===== config.mk =====
export PLATFORM = sky130hd
export DESIGN_NAME = mosi_coherence_ctrl
export DESIGN_NICKNAME = d
export VERILOG_FILES = /design/src/rtl/mosi_pkg.sv /design/src/rtl/mosi_snoop_line.sv /design/src/rtl/mosi_local_fsm.sv /design/src/rtl/mosi_coherence_ctrl.sv
export SDC_FILE = /design/constraint.sdc
export NUM_CORES = 1
export LEC_CHECK = 0
export BUFFER_PORTS_ARGS = -buffer_cell sky130_fd_sc_hd__buf_2
export CAP_MARGIN = 30
export CORE_UTILIZATION = 45
export CTS_CLUSTER_DIAMETER = 120
export DETAILED_ROUTE_END_ITERATION = 6
export HOLD_SLACK_MARGIN = 0.15
export PLACE_DENSITY = 0.71
export SLEW_MARGIN = 25
export SYNTH_ARGS = -nofsm -noshare
export SYNTH_HDL_FRONTEND = slang
export SYNTH_SLANG_ARGS = --single-unit
export TNS_END_PERCENT = 1

===== constraint.sdc =====
create_clock -name clk -period 3.1 [get_ports clk]
set_clock_uncertainty 0.15 [all_clocks]
set_input_delay 0.93 -clock clk [delete_from_list [all_inputs] [get_ports clk]]
set_output_delay 0.93 -clock clk [all_outputs]
set_load 0.05 [all_outputs]

===== src/rtl/mosi_pkg.sv =====
package mosi_pkg;

    typedef enum logic [1:0] {
        ST_I = 2'd0,
        ST_S = 2'd1,
        ST_O = 2'd2,
        ST_M = 2'd3
    } line_state_e;

    typedef enum logic [1:0] {
        BUS_RD    = 2'd0,
        BUS_RDX   = 2'd1,
        BUS_UPGR  = 2'd2,
        BUS_FLUSH = 2'd3
    } bus_cmd_e;

    typedef enum logic [1:0] {
        OP_READ  = 2'd0,
        OP_WRITE = 2'd1,
        OP_EVICT = 2'd2,
        OP_PROBE = 2'd3
    } cpu_op_e;

    function automatic logic is_dirty(line_state_e s);
        return (s == ST_M) || (s == ST_O);
    endfunction

endpackage


===== src/rtl/mosi_snoop_line.sv =====
module mosi_snoop_line
    import mosi_pkg::*;
(
    input  line_state_e cur_st,
    input  logic        sel,
    input  bus_cmd_e    cmd,
    output line_state_e nxt_st,
    output logic        flush
);

    always_comb begin
        nxt_st = cur_st;
        flush  = 1'b0;
        if (sel) begin
            unique case (cmd)
                BUS_RD: begin
                    if (is_dirty(cur_st)) begin
                        flush  = 1'b1;
                        nxt_st = ST_O;
                    end
                end
                BUS_RDX: begin
                    flush  = is_dirty(cur_st);
                    nxt_st = ST_I;
                end
                BUS_UPGR: begin
                    nxt_st = ST_I;
                end
                default: begin
                    nxt_st = cur_st;
                end
            endcase
        end
    end

endmodule


===== src/rtl/mosi_local_fsm.sv =====
module mosi_local_fsm
    import mosi_pkg::*;
(
    input  line_state_e cur_st,
    input  logic        req,
    input  cpu_op_e     op,
    output line_state_e nxt_st,
    output logic        hit,
    output logic        bus_req,
    output bus_cmd_e    bus_cmd,
    output logic        wb
);

    always_comb begin
        nxt_st  = cur_st;
        hit     = req && (cur_st != ST_I);
        bus_req = 1'b0;
        bus_cmd = BUS_RD;
        wb      = 1'b0;
        if (req) begin
            unique case (op)
                OP_READ: begin
                    if (cur_st == ST_I) begin
                        bus_req = 1'b1;
                        bus_cmd = BUS_RD;
                        nxt_st  = ST_S;
                    end
                end
                OP_WRITE: begin
                    if (cur_st == ST_I) begin
                        bus_req = 1'b1;
                        bus_cmd = BUS_RDX;
                    end else if (cur_st != ST_M) begin
                        bus_req = 1'b1;
                        bus_cmd = BUS_UPGR;
                    end
                    nxt_st = ST_M;
                end
                OP_EVICT: begin
                    wb     = is_dirty(cur_st);
                    nxt_st = ST_I;
                end
                default: begin
                    nxt_st = cur_st;
                end
            endcase
        end
    end

endmodule


===== src/rtl/mosi_coherence_ctrl.sv =====
module mosi_coherence_ctrl
    import mosi_pkg::*;
#(
    parameter int NUM_LINES = 8,
    localparam int IDX_W = (NUM_LINES > 1) ? $clog2(NUM_LINES) : 1
) (
    input  logic             clk,
    input  logic             rst_n,
    input  logic             cpu_valid,
    input  logic [1:0]       cpu_op,
    input  logic [IDX_W-1:0] cpu_idx,
    output logic             cpu_resp_valid,
    output logic             cpu_hit,
    output logic             bus_valid,
    output logic [1:0]       bus_cmd,
    output logic [IDX_W-1:0] bus_idx,
    input  logic             snoop_valid,
    input  logic [1:0]       snoop_cmd,
    input  logic [IDX_W-1:0] snoop_idx,
    output logic             flush_valid,
    output logic [IDX_W-1:0] flush_idx,
    output logic             wb_req,
    output logic [IDX_W-1:0] wb_idx
);

    typedef struct packed {
        line_state_e [NUM_LINES-1:0] st;
        logic                        resp_v;
        logic                        hit;
        logic                        bus_v;
        logic [1:0]                  bus_cmd;
        logic [IDX_W-1:0]            bus_idx;
        logic                        flush_v;
        logic [IDX_W-1:0]            flush_idx;
        logic                        wb_v;
        logic [IDX_W-1:0]            wb_idx;
    } ctrl_t;

    ctrl_t ctrl_d, ctrl_q;

    line_state_e            st_snp [NUM_LINES];
    logic [NUM_LINES-1:0]   line_flush;

    line_state_e loc_cur, loc_nxt;
    logic        loc_hit, loc_bus, loc_wb;
    bus_cmd_e    loc_cmd;

    // Snoop stage: one responder per line.
    for (genvar gi = 0; gi < NUM_LINES; gi++) begin : g_line
        mosi_snoop_line i_snoop (
            .cur_st (ctrl_q.st[gi]),
            .sel    (snoop_valid && (snoop_idx == IDX_W'(gi))),
            .cmd    (bus_cmd_e'(snoop_cmd)),
            .nxt_st (st_snp[gi]),
            .flush  (line_flush[gi])
        );
    end

    // Local stage works on the post-snoop state.
    assign loc_cur = st_snp[cpu_idx];

    mosi_local_fsm i_local (
        .cur_st  (loc_cur),
        .req     (cpu_valid),
        .op      (cpu_op_e'(cpu_op)),
        .nxt_st  (loc_nxt),
        .hit     (loc_hit),
        .bus_req (loc_bus),
        .bus_cmd (loc_cmd),
        .wb      (loc_wb)
    );

    always_comb begin
        ctrl_d = ctrl_q;
        for (int i = 0; i < NUM_LINES; i++) begin
            ctrl_d.st[i] = st_snp[i];
        end
        if (cpu_valid) begin
            ctrl_d.st[cpu_idx] = loc_nxt;
        end
        ctrl_d.resp_v    = cpu_valid;
        ctrl_d.hit       = loc_hit;
        ctrl_d.bus_v     = loc_bus;
        ctrl_d.bus_cmd   = loc_bus ? loc_cmd : 2'd0;
        ctrl_d.bus_idx   = loc_bus ? cpu_idx : '0;
        ctrl_d.flush_v   = |line_flush;
        ctrl_d.flush_idx = (|line_flush) ? snoop_idx : '0;
        ctrl_d.wb_v      = loc_wb;
        ctrl_d.wb_idx    = loc_wb ? cpu_idx : '0;
    end

    always_ff @(posedge clk) begin
        if (!rst_n) begin
            ctrl_q <= '0;
        end else begin
            ctrl_q <= ctrl_d;
        end
    end

    assign cpu_resp_valid = ctrl_q.resp_v;
    assign cpu_hit        = ctrl_q.hit;
    assign bus_valid      = ctrl_q.bus_v;
    assign bus_cmd        = ctrl_q.bus_cmd;
    assign bus_idx        = ctrl_q.bus_idx;
    assign flush_valid    = ctrl_q.flush_v;
    assign flush_idx      = ctrl_q.flush_idx;
    assign wb_req         = ctrl_q.wb_v;
    assign wb_idx         = ctrl_q.wb_idx;

    // Assertions

    assert_flush_single_R7: assert property (@(posedge clk) disable iff (!rst_n)
        $onehot0(line_flush));

    assert_resp_follows_req_R2: assert property (@(posedge clk) disable iff (!rst_n)
        cpu_resp_valid |-> $past(cpu_valid));

    assert_wb_only_on_evict_R11: assert property (@(posedge clk) disable iff (!rst_n)
        wb_req |-> $past(cpu_valid && cpu_op == OP_EVICT));

    assert_upgr_from_write_R4: assert property (@(posedge clk) disable iff (!rst_n)
        (bus_valid && bus_cmd == BUS_UPGR) |-> $past(cpu_valid && cpu_op == OP_WRITE));

    assert_rd_on_mod_owns_R6: assert property (@(posedge clk) disable iff (!rst_n)
        (snoop_valid && snoop_cmd == BUS_RD && ctrl_q.st[snoop_idx] == ST_M
         && !(cpu_valid && cpu_idx == snoop_idx))
        |=> (flush_valid && flush_idx == $past(snoop_idx)
             && ctrl_q.st[$past(snoop_idx)] == ST_O));

    assert_snoop_invalidates_R8: assert property (@(posedge clk) disable iff (!rst_n)
        (snoop_valid && (snoop_cmd == BUS_RDX || snoop_cmd == BUS_UPGR)
         && !(cpu_valid && cpu_idx == snoop_idx))
        |=> ctrl_q.st[$past(snoop_idx)] == ST_I);

endmodule


==> Yosys cells after proc, flatten, opt, wreduce, memory -nomap -nowiden <==
Cells that the tools add are included.
W data, S select, Z words.
{ "op_classes": {"bitwise_logic": 5, "magnitude_cmp": 3, "reduce_logical": 31, "mux": 67, "eq_ne": 30} }
{ "op_table": {"columns": ["op", "count"], "rows": [
  ["$mux W2", 22],
  ["$eq A2 B2 Y1 const B", 20],
  ["$pmux W2 S2", 8],
  ["$mux W1", 23],
  ["$pmux W1 S2", 9],
  ["$bwmux W16", 1],
  ["$mux W16", 1],
  ["$eq A3 B3 Y1 const B", 4],
  ["$logic_and A1 B1 Y1", 10],
  ["$logic_or A1 B1 Y1", 9],
  ["$reduce_or A8 Y1", 1],
  ["$bmux W2 S3", 1],
  ["$demux W2 S3", 1],
  ["$eq A3 B2 Y1 const B", 2],
  ["$logic_not A2 Y1", 3],
  ["$pmux W2 S3", 1],
  ["$reduce_and A2 Y1", 3],
  ["$reduce_or A5 Y1", 1],
  ["$eq A2 B1 Y1 const B", 2],
  ["$ge A4 B4 Y1 const B", 1],
  ["$lt A3 B4 Y1 const B", 1],
  ["$not A1 Y1", 4],
  ["$not A3 Y4", 1],
  ["$reduce_and A4 Y1", 1],
  ["other kinds (6)", 6]
]} }
{ "totals": {"regBits": 32, "inputBits": 14, "out_inout_bits": 16, "word_cells": 154} }

==> Logic depth before layout (Yosys ltp) <==
Gate-level depths: netlist (run 1).
{ "depth": {"depth_word": 15, "ltp_mapped": 8, "depth_no_buf": 7} }

==> Modules after synthesis <==
Synthesis (run 1) repeated with hierarchy kept, for this count alone.
{ "unflattened": {"hier_cells": 228, "hier_area_um2": 1976.9} }
{ "by_module_without_submodules": {"columns": ["module", "area_each_um2", "instances", "seq_area_each_um2", "cells_per_inst"], "rows": [
  ["mosi_coherence_ctrl", 1462.7, 1, 640.6, 142],
  ["mosi_snoop_line", 43.8, 8, 0.0, 8],
  ["mosi_local_fsm", 163.9, 1, 0.0, 22]
]} }

==> Worst setup path before layout (run 1) <==
No wires, ideal clock.
{ "synth_timing": {"path_type": "in2reg", "from": "input port snoop_idx[0]", "to": "register ctrl_q[20] (netlist name)", "cell_stages": 8, "setup_time_ns": 0.137, "path_buffers": 1, "required_ns": 2.813, "slack_ns": -0.103, "arrival_ns": 2.916, "cell_sequence": "buf_6 > or2_4 > o41a_1 > nor3b_1 > o32a_1 > or3_4 > a32oi_4 > o22ai_1"} }
{ "synth_between": {"elab_chain_cells": 12, "word_cells_on_any_way": 33, "classes_between": "7 x eq/ne; 16 x mux; 10 x reduce/logical"} }
{ "synth_lines": {"columns": ["element", "line_no", "source"], "rows": [
  ["from (decl)", "mosi_coherence_ctrl.sv:19", "input logic [IDX_W-1:0] snoop_idx,"],
  ["$eq A3 B3 Y1, or another cell as far along", "mosi_coherence_ctrl.sv:52", ".sel (snoop_valid && (snoop_idx == IDX_W'(gi))),"],
  ["$logic_and A1 B1 Y1", "mosi_coherence_ctrl.sv:52", null],
  ["$mux W2", "mosi_snoop_line.sv:14", "if (sel) begin"],
  ["$bmux W2 S3", "mosi_coherence_ctrl.sv:60", "assign loc_cur = st_snp[cpu_idx];"],
  ["$mux W2 (not written as such) (2 in series)", "mosi_coherence_ctrl.sv:60", null],
  ["$logic_not A2 Y1", "mosi_local_fsm.sv:23", "if (cur_st == ST_I) begin"],
  ["$mux W2", "mosi_local_fsm.sv:23", null],
  ["$pmux W2 S3", "mosi_local_fsm.sv:21", "unique case (op)"],
  ["$mux W2", "mosi_local_fsm.sv:20", "if (req) begin"],
  ["$bwmux W16", "mosi_coherence_ctrl.sv:79", "ctrl_d.st[cpu_idx] = loc_nxt;"],
  ["$mux W16 *", "mosi_coherence_ctrl.sv:78", "if (cpu_valid) begin"],
  ["to (signal assigned)", "mosi_coherence_ctrl.sv:96", "ctrl_q <= ctrl_d;"],
  ["to (decl)", "mosi_coherence_ctrl.sv:39", "ctrl_t ctrl_d, ctrl_q;"]
]} }
Mark *: on every way between the ends. The rest lies on a longest branch, timed or not. The select of a mux whose other input is x is not followed.
A chain may end at the register's enable or synchronous reset.

==> Worst setup path after layout (run 1) <==
{ "layout_timing": {"from": "input port snoop_cmd[0]", "to": "register ctrl_q[28] (netlist name)"} }
{ "layout_between": {"elab_chain_cells": 13, "word_cells_on_any_way": 29, "classes_between": "2 x eq/ne; 24 x mux; 3 x reduce/logical"} }
{ "layout_lines": {"columns": ["element", "line_no", "source"], "rows": [
  ["from (decl)", "mosi_coherence_ctrl.sv:18", "input logic [1:0] snoop_cmd,"],
  ["$eq A2 B1 Y1 or $eq A2 B2 Y1 (tied branches)", "mosi_snoop_line.sv:15", "unique case (cmd)"],
  ["$reduce_or A2 Y1 (no source line)", null, null],
  ["$pmux W2 S2", "mosi_snoop_line.sv:15", null],
  ["$mux W2", "mosi_snoop_line.sv:14", null],
  ["$bmux W2 S3", "mosi_coherence_ctrl.sv:60", null],
  ["$mux W2 (not written as such) (2 in series)", "mosi_coherence_ctrl.sv:60", null],
  ["$logic_not A2 Y1", "mosi_local_fsm.sv:23", null],
  ["$mux W2", "mosi_local_fsm.sv:23", null],
  ["$pmux W2 S3", "mosi_local_fsm.sv:21", null],
  ["$mux W2", "mosi_local_fsm.sv:20", null],
  ["$bwmux W16", "mosi_coherence_ctrl.sv:79", null],
  ["$mux W16 *", "mosi_coherence_ctrl.sv:78", null]
]} }
Marks and branches as above.

==> reports/summary.txt, run 1 <==
Final Slew Violations: 0
crit-path max FO: 8
Static Leak: 0.000911 uW
htree depth: 2
Clock Path Buffers: 2
Rows: 21
mapped cell area: 0.00170 mm^2
Startpoint Class: input pin
CORE AREA: 0.00347 mm^2
Power Dens Cells: 426 mW/mm^2
I/O Buffers: 29
Total Power: 925 uW
Yosys cell types: 44
largest net degree at the start of global routing: 18
non-filler cells in the finished layout: 286
cell family with most CP delay: compound AO/OA/AOI/OAI gates
Max-slew headroom: 68.4%
placed insts: 279
critical path type: in2reg
Max Clk Rate: 0.333 GHz
WL/cell: 15.8 um
Final GP Congestion: 0.890
post-synthesis sequential area ratio: 37.7%
Clk pin slew, worst setup/hold paths: 0.07 ns
CP max-delay cell: o41a_1
Cells on Worst Hold Path: 2
Starting Density: 49.0%
RSZ-0062 raised after global routing: yes
Die ar.: 0.00403 mm^2
Routed Antenna Nets: 0
Final period util: 96.9%
Overflow after GRT: 0
Post-synth EDFFs: 0
area leader, netlist: dfxtp_1
Die Y: 63.5 um
Hold Crit Class: reg2reg
Arr. time, crit path: 3.02 ns
yosys warns: 0
Maximum Capacitance Violations: 0
DR DRC count: 0
CTS tree: built
first-pass GRT wire length: 7.43 mm
syn nets: 203
gr usage total: 23.9%
FILL cells: 310
register area: 641 um^2
CP max stage delay: 0.44 ns
layout cells sized above 1: 37.1%
syn_area_per_cell: 9.00 um^2
CP Capture Type: flop
post-synth top area share: 37.7%
vias in the first global route: 1554
Final Setup Violations: 0
Layout area overhead: 27.7%
Synth async-reset ratio: 0%
initial antenna violation count: 0
WP depth: 8
Reg2Reg Depth: 7
Critical Path RT: 3.11 ns
Yosys reg bits: 32
Root Driver: clkbuf_8
Final Hold Viols: 0
worst slew pin tran: 0.468 ns
buffers plus inverters on the worst setup path: 1
initial DRC count: 130
CTS Buf Count: 5
clock sinks: 32
Boundary Pins: 30
vias per inst: 5.78
multi-input logic area: 935 um^2
VDD IR max: 0.223 mV
DRT Pass-1 Iters: 4
Clk Latency, worst-skew pair: 0.28 ns
ys flop type: dfxtp_1
Final min period: 3.00 ns
hpwl dp: 3.33 mm
final net count: 254
hold_buf cts: 0
die width: 63.5 um
outcome: complete, no violations
critical-path cell list: buf_2, and2_4, o41a_1, nor3b_1, o32a_1, or3_4, a32oi_4, o22ai_1
Via Count: 1652
Post-Synthesis Cells: 189
# diodes: 0
top cells by area, synth: dfxtp_1, buf_4, o22ai_1
routed wire length: 4.52 mm
[flip-flops by register name (all words and copies together) (netlist names)]
register / cells
flush_valid: 1
flush_idx: 3
bus_valid: 1
cpu_hit: 1
bus_cmd: 2
ctrl_q: 16
wb_idx: 3
cpu_resp_valid: 1
bus_idx: 3
wb_req: 1
[timing repair]
action	4_1_cts	5_1_grt
setup endpoints to repair	8	11
gates cloned	0	0
endpoints found under the hold margin	0	0
buffers inserted	0	0
gates resized for setup	2	4
[power breakdown]
part,switching [uW],internal (uW),total [uW],leakage (uW)
Clock,151,198,348,0.0000503
Combinational,90.9,64.4,155,0.000602
Sequential,2.82,418,421,0.000259
Total,244,680,925,0.000911
[tightest hold or removal path, stage by stage (launching register included)]
cell and delay [ns]:
dfxtp_1 0.35, o2111ai_1 0.08, o21ai_0 0.07
[cells in the final DEF, fill, tap and decap left out, drive strengths merged, types with 3 or more instances in the layout]
| master | synthesis | final |
|---|---|---|
| and2 | 7 | 7 |
| buf | 17 | 66 |
| clkbuf | 5 | 7 |
| dfxtp | 32 | 32 |
| inv | 5 | 5 |
| mux2i | 6 | 6 |
| nand2 | 15 | 15 |
| nand2b | 7 | 7 |
| nand3 | 8 | 8 |
| nor2 | 4 | 4 |
| nor2b | 5 | 5 |
| nor3 | 11 | 11 |
| nor3b | 3 | 3 |
| o2111ai | 3 | 3 |
| o21ai | 11 | 11 |
| o22ai | 13 | 13 |
| o41ai | 6 | 6 |
[Yosys cell counts, types with 2 or more instances]
cell and n:
nand2_1 15, and2_1 6, inv_1 5, o41a_1 2, xnor2_1 2, nand2b_1 7
buf_6 2, o21ai_0 7, clkbuf_1 5, buf_2 4, o22ai_1 13, mux2i_1 6
o2111ai_1 3, buf_4 11, xor2_1 2, nand3_1 8, nor4_1 2, nor3_1 11
o31ai_1 2, dfxtp_1 32, nor2b_1 5, o41ai_1 6, a21oi_1 2, mux4_2 2
or2_4 2, o21ai_1 4, nor3b_1 3, nor2_1 4
[final cells by class]
class | count | share of cell area (%)
tap | 46 | 2.65
multi-input combinational | 130 | 43.1
timing repair buffer | 66 | 19.5
clock buffer | 7 | 4.44
inverter | 5 | 0.865
sequential | 32 | 29.5
[final timing paths]
check	endpoint	start	slack (ns)
setup / recovery	ctrl_q[28]	snoop_cmd[0]	0.1
hold / removal	ctrl_q[17]	ctrl_q[17]	0.40
setup reg to reg	ctrl_q[28]	ctrl_q[17]	0.60
hold reg to reg	ctrl_q[17]	ctrl_q[17]	0.40
[routing by layer]
layer  part of all wire [%]  track usage, %  up-vias
met2                     47            38.7       70
li1                       -               -      793
met3                    6.7            4.53       13
met4                    2.8            9.94        0
met5                      0               0        -
met1                     43            30.7      776
[cell families (layout without fill, tap and decap cells)]
group | after synthesis | after routing | share of synthesized area [%]
mux | 8 | 8 | 6.18
buf+inv | 27 | 78 | 9.57
simple gates | 68 | 68 | 21.9
compound gates | 49 | 49 | 21.9
fa+ha+maj | 1 | 1 | 0.662
flops | 32 | 32 | 37.7
xor+xnor | 4 | 4 | 2.06
[metrics by stage]
step                      util [%]  setup slack, ns  hold slack [ns]  instance area, um^2  setup TNS (ns)
after CTS                     61.9           0.0242            0.400                 2150               0
final                         62.6           0.0968            0.401                 2170               0
after detailed placement      58.7           -0.279            0.386                 2040           -2.64
after floorplan                  -          0.00149            0.301                 1700               0
after global placement        58.7           -0.217            0.376                 2040           -2.09
after global routing          62.6         -0.00173            0.432                 2170        -0.00173
Note: power is estimated with default switching activity, not from simulation.
==> run 2: changes to the inputs <==
CORE_MARGIN = 2   (was not set)
GPL_ROUTABILITY_DRIVEN = 0   (was not set)
==> run 2 against run 1 <==
Net effect: first-iteration DRC count rose by 52%; via count rose by 0.42%; critical path depth did not move; register-to-register slack barely moved; sequential share of layout area fell by 0.12 points; die area rose by 6.4%; sequential cell count did not move; cell count rose by 0.70%; sequential power barely moved; power rose by 5.6%; design area rose by 0.40%; clock-buffer cell count fell by 2; critical endpoint is now ctrl_q[18].
==> reports/summary.txt, run 2 (synthesis gave the netlist of run 1 again) <==
outcome: complete, no violations
gr usage total: 21.8% (-2.0 points)
Reg2Reg Depth: 7 (unchanged)
Max Clk Rate: 0.333 GHz (about the same)
initial DRC count: 197 (+52%)
Most flops, register: ctrl_q
die width: 65.5 um (+3.2%)
Util after Layout: 60.0% (-2.6 points)
Static Leak: 0.000911 uW (about the same)
Final period util: 96.9% (about the same)
critical path type: in2reg
Max-slew headroom: 50.4% (-18 points)
Via Count: 1659 (+0.42%)
layout cells sized above 1: 36.7% (-0.42 points)
Final WS setup: 0.0971 ns (+0.000255 ns)
Worst Hold End: ctrl_q[21]
Worst Hold Launch: ctrl_q[21]
vias in the first global route: 1477 (-5.0%)
DR DRC count: 0 (unchanged)
initial antenna violation count: 0 (unchanged)
Die Y: 65.5 um (+3.2%)
CORE AREA: 0.00363 mm^2 (+4.8%)
final net count: 253 (-0.39%)
first-pass GRT wire length: 7.08 mm (-4.7%)
Final Slew Violations: 0 (unchanged)
RR Endpoint: ctrl_q[18]
Final Setup Violations: 0 (unchanged)
Routed Antenna Nets: 0 (unchanged)
CTS Buf Count: 5 (unchanged)
Clock Path Buffers: 2 (unchanged)
Final min period: 3.00 ns (-0.000255 ns)
Critical Path RT: 3.11 ns (about the same)
RSZ-0062 raised after global routing: yes
commonest non-fill, non-tap cell in the layout: buf_4
DRT Pass-1 Iters: 5 (+1)
VDD IR max: 0.203 mV (-9.2%)
reg-to-reg slack, setup: 0.61 ns (about the same)
WL/cell: 15.6 um (-1.3%)
Cells on Worst Hold Path: 2 (unchanged)
hold_buf cts: 0 (unchanged)
hpwl dp: 3.33 mm (-0.19%)
multi-input logic area: 930 um^2 (-0.54%)
Crit Reg-Reg Startpoint: ctrl_q[17]
CP Capture Type: flop
register area: 641 um^2 (unchanged)
max reg flops: 16 (unchanged)
Startpoint Class: input pin
Power Dens Cells: 448 mW/mm^2 (+5.1%)
Arr. time, crit path: 3.01 ns (about the same)
Starting Density: 46.8% (-2.2 points)
vias per inst: 5.76 (-0.27%)
Boundary Pins: 30 (unchanged)
worst slew pin tran: 0.734 ns (+0.266 ns)
Clk pin slew, worst setup/hold paths: 0.06 ns (about the same)
htree depth: 2 (unchanged)
commonest cells after routing, fill and taps aside: buf_4, dfxtp_1, buf_2, nand2_1, o22ai_1
Layout area overhead: 28.2%
FILL cells: 321 (+3.5%)
Die ar.: 0.00429 mm^2 (+6.4%)
largest net degree at the start of global routing: 18 (unchanged)
CTS tree: built
clock sinks: 32 (unchanged)
# diodes: 0 (unchanged)
Maximum Capacitance Violations: 0 (unchanged)
Root Driver: clkbuf_8
Clk Latency, worst-skew pair: 0.29 ns (about the same)
pre-CTS setup slack: -0.215 ns (+0.0640 ns)
crit-path max FO: 8 (unchanged)
Rows: 22 (+4.8%)
routed wire length: 4.50 mm (-0.62%)
Overflow after GRT: 0 (unchanged)
I/O Buffers: 29 (unchanged)
Hold Crit Class: reg2reg
Final Hold Viols: 0 (unchanged)
==> run 2: cell types whose count changed in the layout (fill, tap and decap cells not counted), moves of 2 or more <==
| cell | change |
|---|---|
| o41ai_1 | +2 |
| clkbuf_8 | -2 |
| buf_4 | -2 |
| o41ai_2 | -2 |
==> run 2: power breakdown <==
| part | switching (uW) | internal, uW |
|---|---|---|
| Clock | 162 | 238 |
| Combinational | 90.6 | 64.7 |
| Sequential | 2.42 | 418 |
==> run 2: layout make-up <==
type	instances	share of cell area, %
well taps	48	2.76
clock inverters	3	1.95
repair buffers	65	19.2
multi-input cells	130	42.7
flip-flops and latches	32	29.4
inverters	5	0.861
clock buffers	5	3.16
==> run 2: metal layers <==
layer,part of all wire (%),vias to the layer above,GRT usage (%),routed length (um)
li1,-,790,-,-
met1,43,772,28.3,1930
met2,48,77,36.0,2140
met3,7.1,20,4.28,321
met4,2.4,0,8.07,106
met5,0,-,0,0
==> run 2: what timing repair did <==
action,CTS,global route
gates resized for setup,0,7
setup buffers,0,0
setup endpoints to repair,0,9
==> run 2: worst max-delay path, cell delays in order <==
cell and delay, ns:
buf_2 0.14, or2_4 0.27, o41a_1 0.33, nor3b_1 0.15, o32a_1 0.37, or3_4 0.38
a32oi_4 0.32, o22ai_1 0.12
==> run 2: worst max-delay path by stage <==
stage | startpoint | end | slack [ns] | cells after the start
2_1_floorplan | snoop_cmd[1] | ctrl_q[20] | 0.001 | 8
3_3_place_gp | snoop_idx[2] | ctrl_q[28] | -0.20 | 9
3_5_place_dp | snoop_idx[2] | ctrl_q[24] | -0.22 | 8
4_1_cts | snoop_idx[2] | ctrl_q[18] | 0.07 | 9
5_1_grt | snoop_cmd[1] | ctrl_q[30] | -0.001 | 8
6_report | snoop_idx[1] | ctrl_q[18] | 0.1 | 8
==> run 2: stage by stage <==
stage / hold WS, ns / power [uW] / setup TNS, ns / instance area [um^2] / std cells
4_1_cts: 0.389 / 971 / 0 / 2140 / 288
5_1_grt: 0.425 / 1010 / -0.00125 / 2180 / 288
2_1_floorplan: 0.301 / 520 / 0 / 1700 / 189
6_report: 0.389 / 976 / 0 / 2180 / 288
3_5_place_dp: 0.374 / 578 / -2.76 / 2030 / 280
3_3_place_gp: 0.373 / 577 / -2.47 / 2030 / 280
